**src/rtl/segtpg_pkg.sv**
```systemverilog
package segtpg_pkg;
    typedef enum logic [1:0] {
        ST_IDLE  = 2'd0,
        ST_RUN   = 2'd1,
        ST_PAUSE = 2'd2,
        ST_DONE  = 2'd3
    } tpg_state_e;

    localparam int SP_RING    = 0;
    localparam int SP_HALFTAP = 1;
endpackage

```
**src/rtl/segtpg_conv_lfsr.sv**
```systemverilog
module segtpg_conv_lfsr #(
    parameter int NC = 4
) (
    input  logic          clk,
    input  logic          rst_n,
    input  logic          step,
    output logic [NC-1:0] q
);
    logic [NC-1:0] nxt;

    always_comb begin
        nxt    = {q[NC-2:0], q[NC-1]};
        nxt[1] = q[0] ^ q[NC-1];
    end

    always_ff @(posedge clk or negedge rst_n) begin
        if (!rst_n) begin
            q <= NC'(1);
        end else if (step) begin
            q <= nxt;
        end
    end
endmodule

```
**src/rtl/segtpg_sp_reg.sv**
```systemverilog
module segtpg_sp_reg #(
    parameter int NS   = 4,
    parameter int MODE = 1
) (
    input  logic          clk,
    input  logic          rst_n,
    input  logic          step,
    output logic [NS-1:0] q
);
    localparam int HALF = NS / 2;
    logic [NS-1:0] nxt;

    generate
        if (MODE == 1) begin : g_halftap
            always_comb begin
                nxt       = {q[NS-2:0], q[NS-1]};
                nxt[HALF] = q[HALF-1] ^ q[NS-1];
            end
        end else begin : g_ring
            always_comb begin
                nxt = {q[NS-2:0], q[NS-1]};
            end
        end
    endgenerate

    always_ff @(posedge clk or negedge rst_n) begin
        if (!rst_n) begin
            q <= NS'(1);
        end else if (step) begin
            q <= nxt;
        end
    end
endmodule

```
**src/rtl/segtpg_col_map.sv**
```systemverilog
module segtpg_col_map #(
    parameter int              M          = 8,
    parameter int              NS         = 4,
    parameter int              NC         = 4,
    parameter int              IW         = 4,
    parameter logic [M-1:0]    COL_SEL_SP = 8'h55,
    parameter logic [M*IW-1:0] COL_BIT    = 32'h3322_1100,
    parameter logic [M-1:0]    INV_MASK   = 8'h26
) (
    input  logic [NS-1:0] sp_q,
    input  logic [NC-1:0] conv_q,
    output logic [M-1:0]  cols
);
    for (genvar c = 0; c < M; c++) begin : g_col
        localparam int IDX = int'(COL_BIT[c*IW +: IW]);
        if (COL_SEL_SP[c]) begin : g_sp
            assign cols[c] = sp_q[IDX % NS] ^ INV_MASK[c];
        end else begin : g_conv
            assign cols[c] = conv_q[IDX % NC] ^ INV_MASK[c];
        end
    end
endmodule

```
**src/rtl/segtpg_ctrl.sv**
```systemverilog
module segtpg_ctrl
    import segtpg_pkg::*;
#(
    parameter int TEST_LEN = 40,
    localparam int CW      = $clog2(TEST_LEN + 1)
) (
    input  logic          clk,
    input  logic          rst_n,
    input  logic          en,
    output logic          step,
    output logic          done,
    output logic [CW-1:0] cnt,
    output tpg_state_e    state
);
    tpg_state_e nxt_state;
    logic       last_step;

    assign last_step = (cnt == CW'(TEST_LEN - 1));

    always_ff @(posedge clk or negedge rst_n) begin
        if (!rst_n) begin
            state <= ST_IDLE;
            cnt   <= '0;
        end else begin
            state <= nxt_state;
            if (step) begin
                cnt <= cnt + CW'(1);
            end
        end
    end

    always_comb begin
        nxt_state = state;
        unique case (state)
            ST_IDLE: begin
                if (en) nxt_state = last_step ? ST_DONE : ST_RUN;
            end
            ST_RUN: begin
                if (en) nxt_state = last_step ? ST_DONE : ST_RUN;
                else    nxt_state = ST_PAUSE;
            end
            ST_PAUSE: begin
                if (en) nxt_state = last_step ? ST_DONE : ST_RUN;
            end
            ST_DONE: nxt_state = ST_DONE;
            default: nxt_state = ST_IDLE;
        endcase
    end

    always_comb begin
        step = 1'b0;
        done = 1'b0;
        unique case (state)
            ST_IDLE, ST_RUN, ST_PAUSE: step = en;
            ST_DONE:                   done = 1'b1;
            default: ;
        endcase
    end
endmodule

```
**src/rtl/segtpg_top.sv**
```systemverilog
module segtpg_top
    import segtpg_pkg::*;
#(
    parameter int              M          = 8,
    parameter int              NS         = 4,
    parameter int              NC         = 4,
    parameter int              SP_MODE    = SP_HALFTAP,
    parameter int              IW         = 4,
    parameter logic [M-1:0]    COL_SEL_SP = 8'h55,
    parameter logic [M*IW-1:0] COL_BIT    = 32'h3322_1100,
    parameter logic [M-1:0]    INV_MASK   = 8'h26,
    parameter int              TEST_LEN   = 40
) (
    input  logic         clk,
    input  logic         rst_n,
    input  logic         en,
    output logic [M-1:0] pattern,
    output logic         done
);
    localparam int CW = $clog2(TEST_LEN + 1);

    logic          step;
    logic [CW-1:0] cnt;
    tpg_state_e    state;
    logic [NS-1:0] sp_q;
    logic [NC-1:0] conv_q;

    segtpg_ctrl #(.TEST_LEN(TEST_LEN)) u_ctrl (
        .clk   (clk),
        .rst_n (rst_n),
        .en    (en),
        .step  (step),
        .done  (done),
        .cnt   (cnt),
        .state (state)
    );

    segtpg_sp_reg #(.NS(NS), .MODE(SP_MODE)) u_sp (
        .clk   (clk),
        .rst_n (rst_n),
        .step  (step),
        .q     (sp_q)
    );

    segtpg_conv_lfsr #(.NC(NC)) u_conv (
        .clk   (clk),
        .rst_n (rst_n),
        .step  (step),
        .q     (conv_q)
    );

    segtpg_col_map #(
        .M(M), .NS(NS), .NC(NC), .IW(IW),
        .COL_SEL_SP(COL_SEL_SP), .COL_BIT(COL_BIT), .INV_MASK(INV_MASK)
    ) u_map (
        .sp_q   (sp_q),
        .conv_q (conv_q),
        .cols   (pattern)
    );
endmodule

```
**config.mk**
```make
export PLATFORM = sky130hd
export DESIGN_NAME = segtpg_top
export DESIGN_NICKNAME = d
export VERILOG_FILES = /design/src/rtl/segtpg_pkg.sv /design/src/rtl/segtpg_conv_lfsr.sv /design/src/rtl/segtpg_sp_reg.sv /design/src/rtl/segtpg_col_map.sv /design/src/rtl/segtpg_ctrl.sv /design/src/rtl/segtpg_top.sv
export SDC_FILE = /design/constraint.sdc
export NUM_CORES = 1
export LEC_CHECK = 0
export BUFFER_PORTS_ARGS = -buffer_cell sky130_fd_sc_hd__buf_4
export CORE_MARGIN = 3
export CORE_UTILIZATION = 52
export CTS_CLUSTER_DIAMETER = 50
export DETAILED_ROUTE_END_ITERATION = 6
export GPL_TIMING_DRIVEN = 0
export PLACE_DENSITY_LB_ADDON = 0.12
export SYNTH_ARGS = -nofsm -noshare
export SYNTH_HDL_FRONTEND = slang
export SYNTH_SLANG_ARGS = --single-unit
export TNS_END_PERCENT = 30
```
**constraint.sdc**
```tcl
create_clock -name clk -period 2 [get_ports clk]
set_clock_uncertainty 0.2 [all_clocks]
set_input_delay 0.1 -clock clk [delete_from_list [all_inputs] [get_ports clk]]
set_output_delay 0.1 -clock clk [all_outputs]
set_load 0.02 [all_outputs]
```
# --- After elaboration in Yosys (flattened, before gate mapping) ---
# Index checks and enable logic that the tools add are counted.
word_totals:
  elab_cells: 24
  input_bits: 3
  out_inout_bits: 9
  regBits: 16
classes:
  bitwise: 5
  mux: 6
  n_eq_ne: 5
  n_addsub: 1
  reduce_logical: 3
op_table:
  columns: ["operator", "count"]
  rows:
  - ["adder 6 x 1 -> 6 bit, second input constant", 1]
  - ["== test 6 bit, second input constant", 1]
  - ["two-way mux 2 bit", 3]
  - ["case mux 2 bit (3 select lines)", 1]
  - ["== test 2 bit, second input constant", 2]
  - ["NOT 1 bit", 3]
  - ["OR reduction 3 bit", 1]
  - ["== test 2 x 1 -> 1 bit, second input constant", 1]
  - ["logical NOT 2 bit", 1]
  - ["two-way mux 1 bit", 2]
  - ["!= test 2 x 1 -> 1 bit, second input constant", 1]
  - ["OR reduction 2 bit", 1]
  - ["XOR 1 bit", 2]

# --- Logic depth before layout (Yosys ltp) ---
# Gate-level depths: netlist of run 1.
logic_depth:
  word_depth: 4
  depth_mapped: 4
  ltp_nobuf: 3

# --- Modules after synthesis ---
# Synthesis of run 1 repeated with hierarchy kept, for this count alone.
unflattened:
  cells_unflattened: 62
  hier_area_um2: 755.7
by_module_without_submodules:
  columns: ["module", "area_each_um2", "n_inst", "cells_each", "seq_area_each_um2"]
  rows:
  - ["segtpg_ctrl", 356.6, 1, 28, 200.2]
  - ["segtpg_conv_lfsr", 175.2, 1, 13, 101.3]
  - ["segtpg_sp_reg", 175.2, 1, 13, 101.3]
  - ["segtpg_col_map", 48.8, 1, 8, 0.0]

# --- Worst setup path after synthesis of run 1 ---
# OpenSTA, ideal clock, no wires.
synth_timing:
  path_type: "register to register"
  startpoint: "register with a tool-made name"
  endpoint: "register u_conv.q[3]"
  period_less_slack_ns: 1.371
  arrival_ns: 1.047
  setup_ns: 0.125
  slack_ns: 0.629
  required_ns: 1.675
  stages_incl_launch_ff: 3
  n_path_buf: 0
  path_cell_list: "dfrtp_1 > a21boi_4 > mux2_2"
synth_lines:
  columns: ["item", "line_no", "text"]
  rows:
  - ["end signal: assignment", "segtpg_conv_lfsr.sv:20", "q <= nxt;"]
  - ["end: declaration", "segtpg_conv_lfsr.sv:7", "output logic [NC-1:0] q"]

# --- Worst setup path in the final report of run 1 ---
layout_timing:
  startpoint: "input port en"
  endpoint: "register u_sp.q[3]"
layout_via:
  elab_chain_cells: 1
layout_rtl:
  columns: ["item", "line_no", "text"]
  rows:
  - ["start: declaration", "segtpg_top.sv:16", "input logic en,"]
  - ["two-way mux 1 bit", "segtpg_ctrl.sv:53", "unique case (state)"]
  - ["end signal: assignment", "segtpg_sp_reg.sv:30", "q <= nxt;"]
  - ["end: declaration", "segtpg_sp_reg.sv:8", "output logic [NS-1:0] q"]
# Every way passes these cells.
# A chain may end at the register's enable or synchronous reset.

==> results.cfg, run 1 <==
[synthesis]
ys_ff_latch = 16
ys.warnings.count = 0
ys_seq_area_share_pct = 56.1
avgSynthCellArea_um2 = 12.0
synth_area_um2 = 718
syn_nets = 64
synth_cell_types = 21
synth_cells = 60

[timing]
final-max-slew-violation-count = 0
fin_crit_ns = 1.49
final-hold-violation-count = 0
setup_ws_ns = 0.509
relSlewSlack_pct = 77.4
worst_pin_slew_ns = 0.339
fin_tns_setup_ns = 0
setup_violations = 0
timing.fmax_ghz = 0.671
rsz0062_at_grt = no
finalCritPeriodShare_pct = 74.5

[placed_design]
place_congestion = 0.699
dpl.cell_count = 85
pre_cts_slack_ns = 0.559
portBuffers = 11
hpwl_um = 743

[drt]
detail-route-antenna-nets = 0
drtIter0Drc = 8
wire_per_inst_um = 11.3
vias = 440
drc = 0
viasPerCell = 4.84
drt_first_pass_iters = 4
wirelength_mm = 1.03

[layout]
layout-area-overhead-vs-synth_pct = 21.8
nFillCells = 93
final_cells = 91
antenna_cells = 0
layout-drive-gt1-share_pct = 39.0
final_cell_mix = 16 x buf_4, 14 x dfrtp_1, 6 x nand2_1, 6 x xnor2_1
final_common_cell = buf_4
final_nets = 82

[clocking]
clk_latency_ns = 0.28
cts_root_buffer = clkbuf_4
cts.sinks = 16
cts_tree = yes
clkTransAtPathRegs_ns = 0.09
htreeDepth = 1
cts_buffers = 3
post_cts.repair.setup_buffers = 0
ctsLongestPathBuffers = 2
cts_resized = 0

[power]
p_leak_nw = 0.393
vdd_drop_max_mv = 1.08
finalPower_mw = 1.38
power_density_nw_per_um2 = 1580

[floorplanning]
die_y_um = 43.2
boundaryPins = 12
fp-row-count = 12
core_region_area_um2 = 1200
die_width_um = 43.2
die-area_um2 = 1860
start_util_pct = 59.8

[hold_path]
hp-class = input port to async pin

[setup_path]
path_class = input port to register
crit_arrival_ns = 1.46
cp-end-kind = register
worstPathRequired_ns = 1.97
worst_r2r_endpoint = u_sp.q[3]$_DFFE_PN0P_
start_kind = input port
path_max_fanout = 10
reg2reg_depth = 2
rrSetupSlack_ns = 0.55

[global_routing]
grt_pass1_vias = 441
grtUsageTotal_pct = 14.0
overflow = 0
grt_max_degree = 17
antenna_found_initial = 0
grt_pass1_wl_mm = 1.93

[job]
cap_violations = 0

[status]
outcome = finished, final reports clean
final cells by class:
| type | instances | area, um^2 | share of cell area, % |
|---|---|---|---|
| inverters | 4 | 15.0 | 1.72 |
| well taps | 14 | 17.5 | 2.00 |
| clock buffers | 4 | 36.3 | 4.15 |
| repair buffers | 13 | 103 | 11.7 |
| plain buffers | 6 | 52.6 | 6.01 |
| flip-flops and latches | 16 | 403 | 46.1 |
| multi-input cells | 34 | 248 | 28.3 |
synthesized netlist by cell type:
cell type  count  area (um^2)
inv_1          4         15.0
or2_2          1         6.26
ha_1           1         12.5
buf_8          1         15.0
a21boi_4       1         18.8
and2_1         1         6.26
dfstp_2        2         52.6
nand4_1        2         12.5
nor3_1         1         5.00
mux2_2         4         45.0
dfrtp_1       14          350
maj3_1         1         10.0
buf_4          5         37.5
xnor2_1        6         52.6
xor2_1         1         8.76
a21oi_1        2         10.0
and3_1         1         6.26
o21ai_0        3         15.0
a31o_2         1         8.76
nand2_1        6         22.5
nor2_1         2         7.51
how the worst max path moves through the flow:
stage | startpoint | endpoint | slack [ns] | cells after the start
after CTS | en | u_sp.q[3]$_DFFE_PN0P_ | 0.51 | 4
after floorplan | register | u_conv.q[3]$_DFFE_PN0P_ | 0.63 | 2
final | en | u_sp.q[3]$_DFFE_PN0P_ | 0.51 | 4
after detailed placement | register | u_sp.q[3]$_DFFE_PN0P_ | 0.56 | 2
after global placement | register | u_ctrl.cnt[1]$_DFFE_PN0P_ | 0.55 | 2
after global routing | en | u_ctrl.cnt[1]$_DFFE_PN0P_ | 0.48 | 4
sequential cells by signal (all words and copies together), names as in the netlist, named ones only:
name and count:
u_sp.q 4, u_ctrl.cnt 6, u_ctrl.state 1, u_conv.q 4
per-stage QoR:
stage / hold WS [ns] / area [um^2] / utilization [%]
after floorplan: -0.396 / 718 / -
after global placement: -0.231 / 818 / 68.1
after detailed placement: -0.231 / 818 / 68.1
after CTS: 0.000450 / 875 / 72.8
after global routing: 0.00907 / 875 / 72.8
final: 0.00186 / 875 / 72.8
layer usage:
metal,share of wire [%],GRT usage (%),vias to the layer above
met2,44,19.5,11
met3,6.9,2.54,2
met1,48,19.5,197
li1,-,-,230
met4,1.4,9.04,0
met5,0,0,-
worst max-delay path, cell delays in order:
cell and delay (ns):
dlygate4sd3_1 0.52, buf_4 0.12, a21boi_4 0.34, mux2_2 0.38
cells by family (layout without fill, tap and decap cells):
kind of cell,count (synthesis),in the layout,share of synthesized area [%]
DFF,16,16,56.1
and+or+nand+nor,14,14,9.23
buffers and inverters,10,27,9.41
AOI/OAI and AO/OA,7,7,7.32
xor gates and xnor gates,7,7,8.54
muxes,4,4,6.27
adders and majority gates,2,2,3.14
where the power goes:
group	internal, mW	switching (mW)	leakage (nW)
clock	0.111	0.0953	0.0210
combinational	0.315	0.264	0.187
sequential	0.477	0.118	0.185
what timing repair did:
| item | CTS | global route |
|---|---|---|
| hold buffers | 2 | 0 |
| endpoints found under the hold margin | 17 | 0 |
| endpoints found under the setup margin | 0 | 0 |
Power figures use the tool's default switching activity.
==> inputs of run 2 (changes only) <==
--- a/config.mk
+++ b/config.mk
@@ -7,7 +7,7 @@
 export LEC_CHECK = 0
 export BUFFER_PORTS_ARGS = -buffer_cell sky130_fd_sc_hd__buf_4
 export CORE_MARGIN = 3
-export CORE_UTILIZATION = 52
+export CORE_UTILIZATION = 47
 export CTS_CLUSTER_DIAMETER = 50
 export DETAILED_ROUTE_END_ITERATION = 6
 export GPL_TIMING_DRIVEN = 0
==> constraint.sdc (replaced) <==
create_clock -name clk -period 1.3 [get_ports clk]
set_clock_uncertainty 0.2 [all_clocks]
set_input_delay 0.065 -clock clk [delete_from_list [all_inputs] [get_ports clk]]
set_output_delay 0.065 -clock clk [all_outputs]
set_load 0.02 [all_outputs]
==> run 2 against run 1 <==
Against the previous run: the run now ends with negative setup slack left; combinational power grew 81%; sequential share of layout area shrank 3.5 points; die area up 9.1%; clock power up 63%; cell count increased by 4.4%; critical path depth decreased by 1; clock-buffer cell count stayed put; via count up 9.3%; critical endpoint is now u_ctrl.cnt[1]$_DFFE_PN0P_.
==> results.cfg, run 2 (synthesized netlist as in run 1, its figures left out) <==
[status]
outcome = complete, but fails checks
violations = negative setup slack

[placed_design]
placed_cell_area_um2 = 831
place_congestion = 0.693
hpwl_um = 774
portBuffers = 11

[floorplanning]
die_y_um = 45.1
boundaryPins = 12
fp-row-count = 13
die_width_um = 45.1
start_util_pct = 52.6
core_region_area_um2 = 1370
die-area_um2 = 2030

[clocking]
ctsLongestPathBuffers = 2
cts_tree = yes
htreeDepth = 1
clkTransAtPathRegs_ns = 0.10
cts_buffers = 3
cts_root_buffer = clkbuf_4
cts.sinks = 16
clk_latency_ns = 0.29

[setup_path]
path_cells = a21boi_4 -> buf_12 -> mux2_4
crit_arrival_ns = 1.39
cpPeakStageDelay_ns = 0.44
path_max_fanout = 10
worstPathRequired_ns = 1.29
start_kind = register
cp-end-kind = register
path_buf_inv = 1
crit_slowest_cell = dfrtp_1
path_class = register to register
crit_family = flip-flops

[global_routing]
use_met1_pct = 18.8
grt_max_degree = 17
met2_usage_pct = 22.6
overflow = 0
grtUsageTotal_pct = 15.1
grt_pass1_wl_mm = 2.12
grt_util_met3_pct = 3.19
grt_pass1_vias = 509
busiest_layer = met2
antenna_found_initial = 0

[timing]
fin_crit_ns = 1.40
whs_ns = 0.0312
worst_pin_slew_ns = 0.207
final-hold-violation-count = 0
finalCritPeriodShare_pct = 108
setup_violations = 15
rsz0062_at_grt = yes
setup_ws_ns = -0.0993
fin_tns_setup_ns = -0.698
timing.fmax_ghz = 0.715
relSlewSlack_pct = 86.2
final-max-slew-violation-count = 0

[hold_path]
hp-class = input port to register

[drt]
drtIter0Drc = 3
drt_first_pass_iters = 4
detail-route-antenna-nets = 0
drc = 0
viasPerCell = 5.06
wirelength_mm = 1.30
vias = 481
wire_per_inst_um = 13.6

[job]
cap_violations = 0

[layout]
final_cell_mix = 14 x dfrtp_1, 11 x buf_4, 6 x nand2_1, 6 x xnor2_1, 6 x buf_6
final_common_cell = dfrtp_1
post-route-util_pct = 69.3
antenna_cells = 0
largest_reg_flops = 6
top_regs = u_ctrl.cnt x6, u_conv.q x4, u_sp.q x4
final_nets = 85
layout-drive-gt1-share_pct = 41.3
fin_area_um2 = 947
registers.top_by_ff_count = u_ctrl.cnt
layout-area-overhead-vs-synth_pct = 31.9

[power]
vdd_drop_max_mv = 1.21
power_density_nw_per_um2 = 2460
p_leak_nw = 0.430
run 2: worst register-to-register path: stages, from the launching register on:
cell,delay (ns)
dfrtp_1,0.44
a21boi_4,0.20
buf_12,0.15
mux2_4,0.30
run 2: cell type report:
type | instances | area (um^2)
well taps | 15 | 18.8
inverters | 4 | 15.0
repair buffers | 16 | 155
multi-input cells | 34 | 259
plain buffers | 6 | 60.1
fillers | 111 | 419
clock buffers | 4 | 36.3
flip-flops and latches | 16 | 403
run 2: final timing paths:
kind | from | end | slack [ns] | cells past startpoint
setup / recovery | register | u_ctrl.cnt[1]$_DFFE_PN0P_ | -0.1 | 3
hold / removal | en | register | 0.03 | 4
setup reg to reg | register | u_ctrl.cnt[1]$_DFFE_PN0P_ | -0.1 | 3
hold reg to reg | u_ctrl.cnt[5]$_DFFE_PN0P_ | u_ctrl.cnt[5]$_DFFE_PN0P_ | 0.28 | 1
max in group asynchronous | rst_n | u_sp.q[0]$_DFFE_PN1P_ | 0.15 | 3
min in group asynchronous | rst_n | u_ctrl.state[0]$_DFFE_PN0P_ | 0.49 | 3
run 2: what timing repair did:
| item | 4_1_cts | 5_1_grt |
|---|---|---|
| gates resized for setup | 3 | 7 |
| pin swaps | 1 | 0 |
| hold endpoints to repair | 17 | 0 |
| setup endpoints to repair | 17 | 20 |
| hold buffers | 3 | 0 |
| buffers inserted | 2 | 0 |
run 2: per-stage QoR:
step                      total power [mW]  cells  setup slack, ns
after global routing                  2.47     95           -0.141
after CTS                             2.28     95          -0.0652
after detailed placement              1.87     86           -0.166
after global placement                1.84     86           -0.148
after floorplan                       1.56     60          -0.0634
final                                 2.33     95          -0.0993
run 2: metal layers:
| metal | vias to the layer above | wire [um] | share of wire, % |
|---|---|---|---|
| li1 | 232 | - | - |
| met1 | 237 | 624 | 48 |
| met2 | 10 | 584 | 45 |
| met3 | 2 | 65 | 5.0 |
| met4 | 0 | 21 | 1.6 |
| met5 | - | 0 | 0 |
run 2: power breakdown:
| part | leakage (nW) | internal [mW] | switching, mW |
|---|---|---|---|
| registers | 0.185 | 0.734 | 0.210 |
| clock network | 0.0210 | 0.171 | 0.165 |
| logic | 0.224 | 0.607 | 0.444 |
| total | 0.430 | 1.51 | 0.818 |
